===== src/rtl/copro_bus_glue.sv =====
module copro_bus_glue #(
  parameter int ADDR_W    = 10,
  parameter int DATA_W    = 8,
  parameter int DIV       = 3,
  parameter int NPORTS    = 3,
  parameter int PORT_BASE = 'h0F8,
  parameter int PORT_STEP = 2,
  parameter int CLR_PORT  = 'h0F0
) (
  input  logic              clk,
  input  logic              rst,
  input  logic [ADDR_W-1:0] io_addr,
  input  logic              io_rd,
  input  logic              io_wr,
  input  logic [DATA_W-1:0] io_wdata,
  input  logic              cop_busy,
  input  logic              cop_err,
  output logic              cop_clk_en,
  output logic [NPORTS-1:0] cop_sel,
  output logic              cop_rd,
  output logic              cop_wr,
  output logic              host_busy,
  output logic              err_irq
);
  localparam int CNT_W = (DIV > 1) ? $clog2(DIV) : 1;

  logic [CNT_W-1:0] div_cnt;
  logic             err_flag;
  logic             strobe, clr_hit, any_sel;

  assign strobe = !rst && (io_rd || io_wr);

  for (genvar i = 0; i < NPORTS; i++) begin : g_sel
    assign cop_sel[i] = strobe && (io_addr == ADDR_W'(PORT_BASE + i * PORT_STEP));
  end

  assign any_sel = |cop_sel;
  assign cop_rd  = any_sel && io_rd;
  assign cop_wr  = any_sel && io_wr;

  always_ff @(posedge clk) begin
    if (rst || div_cnt == CNT_W'(DIV - 1)) div_cnt <= '0;
    else                                   div_cnt <= div_cnt + 1'b1;
  end
  assign cop_clk_en = (div_cnt == CNT_W'(DIV - 1));

  assign clr_hit = io_wr && (io_addr == ADDR_W'(CLR_PORT)) && (io_wdata == '0);

  always_ff @(posedge clk) begin
    if (rst)          err_flag <= 1'b0;
    else if (cop_err) err_flag <= 1'b1;
    else if (clr_hit) err_flag <= 1'b0;
  end

  assign err_irq   = err_flag;
  assign host_busy = cop_busy || err_flag;

  a_r1_sel_onehot: assert property (@(posedge clk) disable iff (rst) $onehot0(cop_sel));
  a_r2_idle_no_sel: assert property (@(posedge clk) disable iff (rst)
    !(io_rd || io_wr) |-> (cop_sel == '0 && !cop_rd && !cop_wr));
  a_r4_en_single: assert property (@(posedge clk) disable iff (rst) cop_clk_en |=> !cop_clk_en);
  a_r5_busy_hold: assert property (@(posedge clk) disable iff (rst) err_irq |-> host_busy);
  a_r6_err_sets: assert property (@(posedge clk) disable iff (rst) cop_err |=> err_irq);
  a_r8_keep: assert property (@(posedge clk) disable iff (rst)
    (err_irq && !(io_wr && io_addr == ADDR_W'(CLR_PORT) && io_wdata == '0)) |=> err_irq);
  a_r7_clear: assert property (@(posedge clk) disable iff (rst)
    (io_wr && io_addr == ADDR_W'(CLR_PORT) && io_wdata == '0 && !cop_err) |=> !err_irq);
endmodule


===== config.mk =====
export PLATFORM = sky130hd
export DESIGN_NAME = copro_bus_glue
export DESIGN_NICKNAME = d
export VERILOG_FILES = /design/src/rtl/copro_bus_glue.sv
export SDC_FILE = /design/constraint.sdc
export NUM_CORES = 1
export LEC_CHECK = 0
export ABC_AREA = 1
export ABC_CLOCK_PERIOD_IN_PS = 950
export CAP_MARGIN = 20
export CELL_PAD_IN_SITES_DETAIL_PLACEMENT = 0
export CELL_PAD_IN_SITES_GLOBAL_PLACEMENT = 1
export CORE_ASPECT_RATIO = 0.7
export CORE_MARGIN = 2
export CORE_UTILIZATION = 14
export CTS_CLUSTER_DIAMETER = 120
export DETAILED_ROUTE_END_ITERATION = 7
export PLACE_DENSITY_LB_ADDON = 0.08
export SLEW_MARGIN = 20
export SYNTH_ARGS = -nofsm -noshare
export SYNTH_HDL_FRONTEND = slang
export SYNTH_SLANG_ARGS = --single-unit

===== constraint.sdc =====
create_clock -name clk -period 0.95 [get_ports clk]
set_input_delay 0.1425 -clock clk [delete_from_list [all_inputs] [get_ports clk]]
set_output_delay 0.1425 -clock clk [all_outputs]
set_load 0.03 [all_outputs]

# ---- Word-level counts from Yosys, hierarchy flattened
# Index checks and enable logic that the tools add are counted.
dict set report word_totals {
  wordCells 25
  inputBits 24
  output_inout_bits 8
  register_bits 3
}
dict set report classes {
  n_addsub 1
  muxes 2
  reduce_logical 15
  n_eq_ne 5
}
# operator n
set ops {}
lappend ops {{$eq 10x8->1 const B} 4}
lappend ops {{$logic_and 1x1->1} 8}
lappend ops {{$logic_not 8->1} 1}
lappend ops {{$logic_or 1x1->1} 3}
lappend ops {{$reduce_or 3->1} 1}
lappend ops {{$add 2x1->2 const B} 1}
lappend ops {{$eq 2x2->1 const B} 1}
lappend ops {{$mux 1} 2}
lappend ops {{$reduce_bool 2->1} 1}
lappend ops {{$logic_not 1->1} 1}

# ---- Depth between registers and ports, before layout
dict set report logic_depth {
  word_depth 5
  depth_mapped 7
  depth_no_buf 7
}

# ---- Least setup slack after synthesis
# Ideal clock, no wire load.
dict set report synth_timing {
  path_type {input-to-output}
  start {in io_addr[0]}
  end {out cop_sel[0]}
  path_buffers 0
  t_arrival_ns 0.935
  setup_slack_ns -0.128
  path_stages 5
  required_time_ns 0.808
  cell_sequence {nor2_1 > nand2_1 > nor2_1 > nand2_1 > nor2_1}
}
dict set report synth_via {
  elab_chain_cells 2
}
# element line
set synth_lines {}
lappend synth_lines {{from (decl)} 12} ;# input logic [ADDR_W-1:0] io_addr,
lappend synth_lines {{$eq 10x8->1} 34} ;# assign cop_sel[i] = strobe && (io_addr == ADDR_W'(PORT_BASE + i * PORT_STEP));
lappend synth_lines {{$logic_and 1x1->1} 34}
lappend synth_lines {{to (decl)} 19} ;# output logic [NPORTS-1:0] cop_sel,
# No other way between the ends.

# ---- Worst setup path in the final report
dict set report layout_timing {
  start {in io_addr[7]}
  end {out cop_wr}
}
dict set report layout_via {
  elab_chain_cells 4
  word_cells_on_any_way 8
  classes_between {3 x eq/ne; 5 x reduce/logical}
}
# element line
set layout_lines {}
lappend layout_lines {{$eq 10x8->1} 34}
lappend layout_lines {{$logic_and 1x1->1} 34}
lappend layout_lines {{$reduce_or 3->1 (*)} 37} ;# assign any_sel = |cop_sel;
lappend layout_lines {{$logic_and 1x1->1 (*)} 39} ;# assign cop_wr = any_sel && io_wr;
lappend layout_lines {{to (decl)} 21} ;# output logic cop_wr,
# Every way passes the cells marked *; elsewhere a longest branch is shown, timed or not.

==> impl_metrics.tcl <==
set metrics [dict create \
    outcome "finished, violations left" \
    violations "negative setup slack" \
    cts_max_path_buffers 2 \
    holdCritPathClass "in -> reg" \
    cellPowerDensity_nw_per_um2 854 \
    multi_input_area_um2 278 \
    synth_largest_area_cell "dfxtp_1" \
    hold-worst-slack_ps 383 \
    viasPerCell 3.82 \
    totalWireLength_um 990 \
    cp_max_fo 3 \
    dieHeight_um 40.9 \
    synthFlopType "dfxtp_1" \
    nFillCells 204 \
    min_period_over_period 1.27 \
    cts_sinks 3 \
    clock-skew-final_ps 2.35 \
    tightestPinTransition_ps 200 \
    rows 13 \
    syn_area_um2 273 \
    grt_pass1_wl_um 1500 \
    yosysUniqueCellTypes 14 \
    drive_gt1_frac 0.630 \
    max_stage_delay_ps 220 \
    num_io_pins 32 \
    first_pass_iters 4 \
    cp_common_cell "buf_6" \
    grt_overflow 0 \
    ir_worst_vdd_uv 440 \
    cap_violations 0 \
    synth_top_area_frac 0.220 \
    cts_tree "built" \
    async_flop_share 0 \
    setup_tns_ps -1140 \
    ys_seq_area_frac 0.220 \
    crit_chain "buf_6 -> nand2_4 -> inv_2 -> nand2_2 -> nor3_4 -> nand3_2 -> a21oi_4 -> buf_6" \
    ys_warn_count 0 \
    critPathRequiredTime_ps 810 \
    synth_most_common_cell "nor2_1" \
    grt_pass1_vias 378 \
    synthToLayoutAreaGrowth_pct 194 \
    startpoint_type "primary input" \
    synthTopCellsByArea "dfxtp_1 (22%), nor2_1 (17%), nand2_1 (15%)" \
    place_congestion 0.616 \
    antenna_found_initial 0 \
    slew_viol_final 0 \
    min_period_ps 1200 \
    clkSlewWorstSetupHoldPaths_ps 40 \
    maxSlewHeadroom 0.866 \
    setup_viol 7 \
    grt_usage 0.0868 \
    worst_slack_ps -255 \
    worstPathArrival_ps 1060 \
    numCtsBuffers 3 \
    route.detailed.wl_per_inst_um 8.68 \
    dpl.hpwl_um 802 \
    die_area_um2 2320 \
    critPathSlowestCell "nor3_4" \
    syn_nets 72 \
    hold_viol 0 \
    drtIter0Drc 3 \
    grt_max_degree 4 \
    root_buffer "clkbuf_4" \
    fmax_mhz 830 \
    synth_commonest_cells "nor2_1 (12), nand2_1 (11), inv_1 (9), dfxtp_1 (3)" \
    rsz0062_at_grt "true" \
    synth_cells 47 \
    htree_levels 1 \
    start_util 0.147 \
    clock_latency_ps 230 \
    core-area_um2 1850 \
    synth_seq_cells 3 \
    p_leak_nw 0.410 \
    drc 0 \
    regArea_um2 62.6 \
    n_antenna_cell 0 \
    synth_edf_count 0 \
    portBuffers 31 \
    avgSynthCellArea_um2 5.80 \
    critPathKind "in -> out" \
    ant_nets 0 \
    cp-end-kind "primary output" \
    die_w_um 56.8 \
    via_count 436 \
    nNetsFinal 118 \
]
repair_timing:
action                                  4_1_cts  5_1_grt
gates resized for setup                      64       16
cloned                                        0        0
hold buffers                                  0        0
endpoints found under the setup margin        9       10
buffers inserted                              2        2
pin swaps                                    11       17
through the flow:
step           worst slack (ps)  area [µm²]   util  instances  total power [mW]
6_report                   -255         803  0.433        114             0.686
5_1_grt                    -303         803  0.433        114             0.741
4_1_cts                    -249         783  0.422        112             0.680
3_5_place_dp               -688         694  0.374        106             0.407
3_3_place_gp               -666         694  0.374        106             0.407
2_1_floorplan             -65.3         329      -         47             0.253
cells by family (layout without fill, tap and decap cells):
logic type      Yosys count  in the layout  share of synthesized area
simple gates             31             31                      0.518
buf+inv                   9             54                      0.124
compound gates            3              3                     0.0917
fa+ha+maj                 1              1                     0.0459
flops                     3              3                      0.220
power breakdown:
part | internal (mW) | switching (mW)
clock | 0.157 | 0.0633
sequential | 0.149 | 0.0145
combinational | 0.178 | 0.124
total | 0.485 | 0.201
final timing paths:
kind | startpoint | end | slack [ps] | depth (start not counted)
worst max register to register | div_cnt[0] | div_cnt[0] | 70 | 4
worst min-delay path | io_wdata[2] | err_irq | 380 | 7
worst max-delay path | io_addr[7] | cop_wr | -250 | 8
worst min register to register | div_cnt[0] | div_cnt[0] | 500 | 2
state kept, by name (all words and copies together), names as in the netlist:
signal / count
div_cnt: 2
err_irq: 1
cell usage in the layout (no fill, tap or decap), drive strengths merged:
master,Yosys,layout
or2,1,1
dlygate4sd2,0,2
clkdlybuf4s50,0,5
clkbuf,0,7
nor3b,1,1
inv,9,9
clkdlybuf4s15,0,1
dlymetal6s2s,0,4
ha,1,1
a21oi,2,2
nand2,12,12
nor2,12,12
nor3,3,3
a21boi,1,1
buf,0,26
dfxtp,3,3
nand3,2,2
area by class of cell:
type / count / share of cell area
Sequential cell: 3 / 0.0779
Multi-Input combinational cell: 35 / 0.346
Clock buffer: 4 / 0.0327
Inverter: 9 / 0.0421
Tap cell: 22 / 0.0343
Timing Repair Buffer: 41 / 0.467
per-layer routing:
metal  vias to the layer above  wire length [µm]  global-route usage  part of all wire
li1                        232                 -                   -                 -
met1                       186               436               0.101              0.44
met2                        18               471               0.163              0.48
met3                         0                82              0.0284             0.083
met4                         0                 0              0.0174                 0
met5                         -                 0                   0                 0
critical path, delay by kind of cell:
| kind | cells | cell delay (ps) |
|---|---|---|
| buf+inv | 3 | 250 |
| simple gates | 4 | 490 |
| compound gates | 1 | 180 |
(Power assumes the default switching activity.)
